--- config.mk ---
export PLATFORM = sky130hd
export DESIGN_NAME = pc_relative_jump
export DESIGN_NICKNAME = d
export VERILOG_FILES = /design/src/rtl/pc_pkg.sv /design/src/rtl/pc_jump_arbiter.sv /design/src/rtl/pc_step_adder.sv /design/src/rtl/pc_state_reg.sv /design/src/rtl/pc_relative_jump.sv
export SDC_FILE = /design/constraint.sdc
export NUM_CORES = 1
export LEC_CHECK = 0
export ABC_AREA = 1
export BUFFER_PORTS_ARGS = -buffer_cell sky130_fd_sc_hd__buf_4
export CAP_MARGIN = 15
export CORE_MARGIN = 8
export CORE_UTILIZATION = 57
export CTS_CLUSTER_DIAMETER = 40
export CTS_CLUSTER_SIZE = 25
export DETAILED_ROUTE_END_ITERATION = 10
export GPL_TIMING_DRIVEN = 0
export PLACE_DENSITY_LB_ADDON = 0.08
export SYNTH_ARGS = -nofsm -noshare
export SYNTH_HDL_FRONTEND = slang
export SYNTH_HIERARCHICAL = 1
export SYNTH_SLANG_ARGS = --single-unit
--- constraint.sdc ---
create_clock -name clk -period 3.9 [get_ports clk]
set_input_delay 0.39 -clock clk [delete_from_list [all_inputs] [get_ports clk]]
set_output_delay 0.39 -clock clk [all_outputs]
set_load 0.005 [all_outputs]
--- src/rtl/pc_pkg.sv ---
package pc_pkg;

    // bit positions inside the one-hot jump select
    localparam int SEL_W    = 3;
    localparam int SEL_REL  = 0;
    localparam int SEL_COND = 1;
    localparam int SEL_REG  = 2;

    typedef enum logic [1:0] {
        NXT_STEP = 2'd0,
        NXT_REL  = 2'd1,
        NXT_LOAD = 2'd2
    } nxt_kind_e;

    typedef struct packed {
        nxt_kind_e kind;
        logic      use_offset;
    } pc_decision_t;

    // priority: register load, then unconditional relative, then conditional
    function automatic pc_decision_t decide(input logic [SEL_W-1:0] sel,
                                            input logic             zf);
        pc_decision_t d;
        d.kind       = NXT_STEP;
        d.use_offset = 1'b0;
        if (sel[SEL_REG]) begin
            d.kind = NXT_LOAD;
        end else if (sel[SEL_REL]) begin
            d.kind       = NXT_REL;
            d.use_offset = 1'b1;
        end else if (sel[SEL_COND] && zf) begin
            d.kind       = NXT_REL;
            d.use_offset = 1'b1;
        end
        return d;
    endfunction

endpackage

--- src/rtl/pc_jump_arbiter.sv ---
module pc_jump_arbiter
    import pc_pkg::*;
(
    input  logic [SEL_W-1:0] jump_sel,
    input  logic             zero_flag,
    output pc_decision_t     decision
);

    always_comb begin
        decision = decide(jump_sel, zero_flag);
    end

    always_comb begin
        if (jump_sel == '0) begin
            p_idle_steps_r2: assert (decision.kind == NXT_STEP && !decision.use_offset);
        end
    end

endmodule

--- src/rtl/pc_step_adder.sv ---
module pc_step_adder #(
    parameter int PC_W  = 16,
    parameter int OFS_W = 8
) (
    input  logic [PC_W-1:0]  cur,
    input  logic [OFS_W-1:0] ofs,
    input  logic             use_offset,
    output logic [PC_W-1:0]  sum
);

    localparam int EXT_W = PC_W - OFS_W;

    logic [PC_W-1:0] ofs_ext;
    logic [PC_W-1:0] operand;

    generate
        if (EXT_W > 0) begin : g_extend
            assign ofs_ext = {{EXT_W{ofs[OFS_W-1]}}, ofs};
        end else begin : g_trunc
            assign ofs_ext = ofs[PC_W-1:0];
        end
    endgenerate

    always_comb begin
        operand = use_offset ? ofs_ext : PC_W'(1);
        sum     = cur + operand;   // carry out dropped: modulo 2^PC_W
    end

endmodule

--- src/rtl/pc_state_reg.sv ---
module pc_state_reg
    import pc_pkg::*;
#(
    parameter int PC_W = 16
) (
    input  logic            clk,
    input  logic            rst,
    input  nxt_kind_e       kind,
    input  logic [PC_W-1:0] sum,
    input  logic [PC_W-1:0] load_val,
    output logic [PC_W-1:0] q
);

    logic [PC_W-1:0] d;

    always_comb begin
        unique case (kind)
            NXT_LOAD: d = load_val;
            default:  d = sum;
        endcase
    end

    always_ff @(posedge clk) begin
        if (rst) q <= '0;
        else     q <= d;
    end

endmodule

--- src/rtl/pc_relative_jump.sv ---
module pc_relative_jump
    import pc_pkg::*;
#(
    parameter int PC_W   = 16,
    parameter int OFS_W  = 8,
    localparam int HALF_W = PC_W / 2
) (
    input  logic              clk,
    input  logic              rst,
    input  logic [OFS_W-1:0]  ofs_field,
    input  logic [HALF_W-1:0] hi_byte,
    input  logic [HALF_W-1:0] lo_byte,
    input  logic              zero_flag,
    input  logic [SEL_W-1:0]  jump_sel,
    output logic [PC_W-1:0]   pc_addr
);

    localparam int EXT_W = PC_W - OFS_W;

    pc_decision_t    dec;
    logic [PC_W-1:0] sum;
    logic [PC_W-1:0] pc_q;

    pc_jump_arbiter u_arb (
        .jump_sel  (jump_sel),
        .zero_flag (zero_flag),
        .decision  (dec)
    );

    pc_step_adder #(.PC_W(PC_W), .OFS_W(OFS_W)) u_add (
        .cur        (pc_q),
        .ofs        (ofs_field),
        .use_offset (dec.use_offset),
        .sum        (sum)
    );

    pc_state_reg #(.PC_W(PC_W)) u_reg (
        .clk      (clk),
        .rst      (rst),
        .kind     (dec.kind),
        .sum      (sum),
        .load_val ({hi_byte, lo_byte}),
        .q        (pc_q)
    );

    assign pc_addr = pc_q;

    p_reset_clears_r1: assert property (@(posedge clk) disable iff (rst)
        $past(rst) |-> pc_q == '0);

    p_step_one_r2: assert property (@(posedge clk) disable iff (rst)
        jump_sel == '0 |=> pc_q == $past(pc_q) + PC_W'(1));

    p_rel_jump_r3: assert property (@(posedge clk) disable iff (rst)
        jump_sel == 3'b001 |=>
        pc_q == $past(pc_q) + {{EXT_W{$past(ofs_field[OFS_W-1])}}, $past(ofs_field)});

    p_cond_taken_r4: assert property (@(posedge clk) disable iff (rst)
        (jump_sel == 3'b010 && zero_flag) |=>
        pc_q == $past(pc_q) + {{EXT_W{$past(ofs_field[OFS_W-1])}}, $past(ofs_field)});

    p_cond_skip_r4: assert property (@(posedge clk) disable iff (rst)
        (jump_sel == 3'b010 && !zero_flag) |=> pc_q == $past(pc_q) + PC_W'(1));

    p_reg_load_r5: assert property (@(posedge clk) disable iff (rst)
        jump_sel[SEL_REG] |=> pc_q == {$past(hi_byte), $past(lo_byte)});

    p_rel_beats_cond_r6: assert property (@(posedge clk) disable iff (rst)
        (jump_sel == 3'b011 && !zero_flag) |=>
        pc_q == $past(pc_q) + {{EXT_W{$past(ofs_field[OFS_W-1])}}, $past(ofs_field)});

endmodule

# Word level (Yosys, flattened, before mapping)
# Index checks and enable logic that the tools add are counted.
# word_totals
reg_bits	16
in_bits	30
out_inout_bits	16
# op_classes
add_sub_neg	1
n_eq_ne	1
muxes	6
n_reduce_logical	1
# ops
cell	count
$mux W16	2
$add A16 B16 Y16	1
$mux W2	3
$eq A2 B2 Y1 const B	1
$logic_and A1 B1 Y1	1
$mux W1	1

# Longest topological paths before layout
# logic_depth
word_depth	7
ltp_mapped	18

# Modules after synthesis
# Netlist, hierarchy kept.
# modules_own_cells
module	instances	cells_each	area_each_um2
pc_step_adder	1	179	908.4
pc_state_reg	1	105	695.7
pc_jump_arbiter	1	5	31.3

# Worst setup path after synthesis
# OpenSTA, ideal clock, no wires.
# synth_path
path_type	input to register
from	in jump_sel[1]
to	reg u_reg.q[12]
setup_time_ns	0.113
arrival_time_ns	2.278
slack_ns	1.510
path_stages	18
path_buffers	1
path_cell_list	nand2_1 > a21oi_2 > buf_4 > nand2_1 > ha_1 > fa_1 > nand3_1 > nand2_1 > nand2_1 > nand2_1 > nand2_1 > nand2_1 > nand2_1 > nand2_1 > nand2_1 > nand2_1 > nor2_1 > nor2_1
# synth_rtl
element	line_no	text
start: declaration	pc_relative_jump.sv:14	input logic [SEL_W-1:0] jump_sel,
end signal: assignment	pc_state_reg.sv:24	if (rst) q <= '0;
end signal: assignment	pc_state_reg.sv:25	else q <= d;
end: declaration	pc_state_reg.sv:11	output logic [PC_W-1:0] q

==> impl_metrics.prom <==
# TYPE chip_impl_metric gauge
chip_impl_metric{name="cts_hold_buffers",unit=""} 0
chip_impl_metric{name="grt_overflow",unit=""} 0
chip_impl_metric{name="final_min_period_over_clock_period",unit="%"} 66.7
chip_impl_metric{name="drc_errors",unit=""} 0
chip_impl_metric{name="dr_iter_0_viols",unit=""} 102
chip_impl_metric{name="track_usage",unit="%"} 18.5
chip_impl_metric{name="core.rowCount",unit=""} 19
chip_impl_metric{name="fp.dieW",unit="um"} 69.6
chip_impl_info{name="tritoncts_clock_tree",value="yes"} 1
chip_impl_metric{name="antenna_violating_nets_post_route",unit=""} 0
chip_impl_metric{name="grt_antenna_before_repair",unit=""} 0
chip_impl_metric{name="synth_warnings",unit=""} 6
chip_impl_metric{name="cts-root-to-sink-buffers",unit=""} 2
chip_impl_metric{name="h_tree_levels",unit=""} 1
chip_impl_metric{name="place_congestion",unit=""} 0.916
chip_impl_info{name="hp-start",value="hi_byte[3]"} 1
chip_impl_metric{name="seq_area_frac_synth",unit="%"} 19.6
chip_impl_info{name="synthTopCellsByArea",value="sky130_fd_sc_hd__nand2_1 20%, sky130_fd_sc_hd__dfxtp_1 20%, sky130_fd_sc_hd__inv_1 12%"} 1
chip_impl_metric{name="max_clock_freq",unit="MHz"} 384
chip_impl_metric{name="cts_post_setup_buffers_inserted",unit=""} 0
chip_impl_info{name="largest_register",value="u_reg/q"} 1
chip_impl_metric{name="numClockSinks",unit=""} 16
chip_impl_metric{name="routed-via-count",unit=""} 1834
chip_impl_metric{name="drt-pass1-iter-count",unit=""} 4
chip_impl_metric{name="largest_reg_flops",unit=""} 16
chip_impl_metric{name="pwr_density_cell",unit="nW/um2"} 272
chip_impl_info{name="setup.worst_path.end_class",value="flop"} 1
chip_impl_metric{name="nets_in_the_synthesized_netlist",unit=""} 327
chip_impl_metric{name="relSlewSlack",unit="%"} 63.9
chip_impl_metric{name="place_hpwl",unit="um"} 3620
chip_impl_metric{name="grt_pass1_vias",unit=""} 1822
chip_impl_metric{name="worst-slew-pin-transition",unit="ns"} 0.541
chip_impl_info{name="regToRegStartpoint",value="u_reg/q[0]"} 1
chip_impl_metric{name="final_net_count",unit=""} 376
chip_impl_metric{name="worst-endpoint-required",unit="ns"} 4.10
chip_impl_metric{name="path_max_fanout",unit=""} 10
chip_impl_metric{name="via_per_inst",unit=""} 4.98
chip_impl_metric{name="worst_clock_skew",unit="ns"} 0.00395
chip_impl_metric{name="vdd.ir_drop.worst",unit="mV"} 0.226
chip_impl_info{name="cp-startpoint",value="jump_sel[1]"} 1
chip_impl_info{name="clock-root-buffer",value="sky130_fd_sc_hd__clkbuf_4"} 1
chip_impl_metric{name="postRouteWirelength",unit="um"} 4370
chip_impl_metric{name="period_needed",unit="ns"} 2.60
chip_impl_metric{name="maximum_number_of_pins_on_one_net_before_global_route_repair",unit=""} 11
chip_impl_metric{name="numCtsBuffers",unit=""} 3
chip_impl_metric{name="die_h",unit="um"} 69.6
chip_impl_metric{name="top_level_ports",unit=""} 46
chip_impl_metric{name="postSynthRegisterBits",unit=""} 16
chip_impl_info{name="biggestRegsByFlops",value="u_reg/q x16"} 1
chip_impl_metric{name="finish.instance_area",unit="um2"} 2040
chip_impl_metric{name="core_area",unit="um2"} 2730
chip_impl_metric{name="grt_pass1_wl",unit="um"} 7640
chip_impl_info{name="timing.critical_path.from_type",value="input port"} 1
chip_impl_metric{name="p_leak",unit="nW"} 1.28
chip_impl_metric{name="layout-area-overhead-vs-synth",unit="%"} 24.8
chip_impl_metric{name="timing.final.hold_violations",unit=""} 0
chip_impl_info{name="run_status",value="complete, no violations"} 1
chip_impl_metric{name="crit_arrival",unit="ns"} 2.80
chip_impl_metric{name="synthesis.instances",unit=""} 289
chip_impl_metric{name="timing.final.setup_violations",unit=""} 0
chip_impl_metric{name="place.port_buffers",unit=""} 44
chip_impl_info{name="synth_top_area_cell",value="sky130_fd_sc_hd__nand2_1"} 1
chip_impl_metric{name="synth.cell_area",unit="um2"} 1640
chip_impl_metric{name="insertion_delay",unit="ns"} 0.29
chip_impl_metric{name="synthDistinctLibCells",unit=""} 25
chip_impl_metric{name="floorplan.initialDensity",unit="%"} 59.8
chip_impl_info{name="hold_path_class",value="in -> reg"} 1
chip_impl_metric{name="setup_total_negative_slack",unit="ns"} 0
chip_impl_metric{name="dieArea",unit="um2"} 4840
chip_impl_metric{name="post_drt_wl_per_cell",unit="um"} 11.9
chip_impl_metric{name="report.final.slew_viol_count",unit=""} 0
chip_impl_metric{name="n_antenna_cell",unit=""} 0
chip_impl_metric{name="synth_area_per_cell",unit="um2"} 5.66
chip_impl_metric{name="placed_cell_area",unit="um2"} 2000
chip_impl_metric{name="worst_setup_hold_path_clk_slew",unit="ns"} 0.10
chip_impl_metric{name="synth_top_area_share",unit="%"} 20.0
chip_impl_metric{name="postCtsResizedCells",unit=""} 0
chip_impl_metric{name="fillers",unit=""} 247
chip_impl_info{name="rsz_0062_raised_after_global_routing",value="false"} 1
chip_impl_metric{name="maxCapViolCount",unit=""} 0
chip_impl_metric{name="drive_gt1_share",unit="%"} 20.8
chip_impl_metric{name="multiInputGateArea",unit="um2"} 1020
chip_impl_info{name="worst_setup_path_type",value="in -> reg"} 1
chip_impl_metric{name="final-seq-area",unit="um2"} 320
-- critical path, cell delays in order --
cell and delay [ns]:
sky130_fd_sc_hd__buf_4 0.08, sky130_fd_sc_hd__nand2_1 0.05, sky130_fd_sc_hd__a21oi_2 0.35, sky130_fd_sc_hd__buf_4 0.26
sky130_fd_sc_hd__nand2_1 0.07, sky130_fd_sc_hd__ha_1 0.21, sky130_fd_sc_hd__fa_1 0.42, sky130_fd_sc_hd__nand3_1 0.11
sky130_fd_sc_hd__nand2_1 0.09, sky130_fd_sc_hd__nand2_1 0.07, sky130_fd_sc_hd__nand2_1 0.11, sky130_fd_sc_hd__nand2_1 0.08
sky130_fd_sc_hd__nand2_1 0.07, sky130_fd_sc_hd__nand2_1 0.08, sky130_fd_sc_hd__nand2_1 0.05, sky130_fd_sc_hd__nand2_1 0.05
sky130_fd_sc_hd__nand2_1 0.07, sky130_fd_sc_hd__nor2_1 0.11, sky130_fd_sc_hd__nor2_1 0.05
-- Yosys cell counts --
library cell               instances
sky130_fd_sc_hd__nor2_2            4
sky130_fd_sc_hd__buf_4             4
sky130_fd_sc_hd__o21bai_1          1
sky130_fd_sc_hd__a21oi_2           1
sky130_fd_sc_hd__o21ai_0           4
sky130_fd_sc_hd__buf_6             3
sky130_fd_sc_hd__o21ai_1           1
sky130_fd_sc_hd__inv_1            54
sky130_fd_sc_hd__inv_2             2
sky130_fd_sc_hd__fa_1              1
sky130_fd_sc_hd__nand2_2           5
sky130_fd_sc_hd__a41oi_1           2
sky130_fd_sc_hd__dfxtp_1          16
sky130_fd_sc_hd__nor2_1           38
sky130_fd_sc_hd__buf_1             1
sky130_fd_sc_hd__buf_2             2
sky130_fd_sc_hd__xor2_1           12
sky130_fd_sc_hd__a21oi_1           4
sky130_fd_sc_hd__nor2_4            1
sky130_fd_sc_hd__ha_1              7
sky130_fd_sc_hd__nand3_1          35
sky130_fd_sc_hd__nand2_1          87
sky130_fd_sc_hd__nand3b_1          1
sky130_fd_sc_hd__clkinv_1          1
sky130_fd_sc_hd__nand4_1           2
-- report_power, final --
part | switching, mW | total (mW) | internal, mW
logic | 0.133 | 0.242 | 0.109
registers | 0.0165 | 0.200 | 0.183
clock network | 0.0571 | 0.114 | 0.0569
-- worst paths after layout --
| path | slack [ns] | cells after the start | to |
|---|---|---|---|
| worst max register to register | 1.88 | 14 | u_reg/q[12] |
| worst max-delay path | 1.30 | 19 | u_reg/q[12] |
| worst min register to register | 0.62 | 3 | u_reg/q[0] |
| worst min-delay path | 0.41 | 5 | u_reg/q[11] |
-- routing by layer --
metal | global-route usage (%) | up-vias | share of wire [%]
li1 | - | 965 | -
met1 | 21.8 | 802 | 44
met2 | 32.6 | 61 | 47
met3 | 4.15 | 6 | 7.8
met4 | 4.33 | 0 | 0.76
met5 | 0 | - | 0
-- layout make-up --
class,instances,area share (%)
plain buffers,10,3.80
clock buffers,4,1.78
inverters,57,10.5
multi-input cells,206,50.2
flip-flops and latches,16,15.7
well taps,31,1.90
repair buffers,44,16.2
-- layout by cell type, fill, tap and decap left out --
cell type and n:
sky130_fd_sc_hd__a21oi_1 4, sky130_fd_sc_hd__a21oi_2 1, sky130_fd_sc_hd__a41oi_1 2, sky130_fd_sc_hd__buf_1 1, sky130_fd_sc_hd__buf_2 2, sky130_fd_sc_hd__buf_4 48, sky130_fd_sc_hd__buf_6 3, sky130_fd_sc_hd__clkbuf_4 3
sky130_fd_sc_hd__clkbuf_8 1, sky130_fd_sc_hd__clkinv_1 1, sky130_fd_sc_hd__dfxtp_1 16, sky130_fd_sc_hd__fa_1 1, sky130_fd_sc_hd__ha_1 7, sky130_fd_sc_hd__inv_1 54, sky130_fd_sc_hd__inv_2 2, sky130_fd_sc_hd__nand2_1 87
sky130_fd_sc_hd__nand2_2 5, sky130_fd_sc_hd__nand3_1 35, sky130_fd_sc_hd__nand3b_1 1, sky130_fd_sc_hd__nand4_1 2, sky130_fd_sc_hd__nor2_1 38, sky130_fd_sc_hd__nor2_2 4, sky130_fd_sc_hd__nor2_4 1, sky130_fd_sc_hd__o21ai_0 4
sky130_fd_sc_hd__o21ai_1 1, sky130_fd_sc_hd__o21bai_1 1, sky130_fd_sc_hd__xor2_1 12
-- metrics by stage --
step / cells / power, mW / utilization (%) / hold slack (ns) / setup WS, ns
2_1_floorplan: 289 / 0.355 / - / 0.600 / 1.51
3_3_place_gp: 364 / 0.438 / 73.3 / 0.589 / 1.02
3_5_place_dp: 364 / 0.443 / 73.3 / 0.612 / 0.989
4_1_cts: 368 / 0.557 / 74.6 / 0.408 / 1.29
5_1_grt: 368 / 0.597 / 74.6 / 0.423 / 1.03
6_report: 368 / 0.555 / 74.6 / 0.407 / 1.30
-- cells by family (layout without fill, tap and decap cells) --
family,after synthesis,count (layout),synth area share [%]
xor+xnor,12,12,6.43
compound gates,13,13,4.82
buf+inv,67,115,17.8
simple gates,173,173,44.8
fa+ha+maj,8,8,6.58
flops,16,16,19.6
No activity file was read; power rests on OpenSTA's default activity.
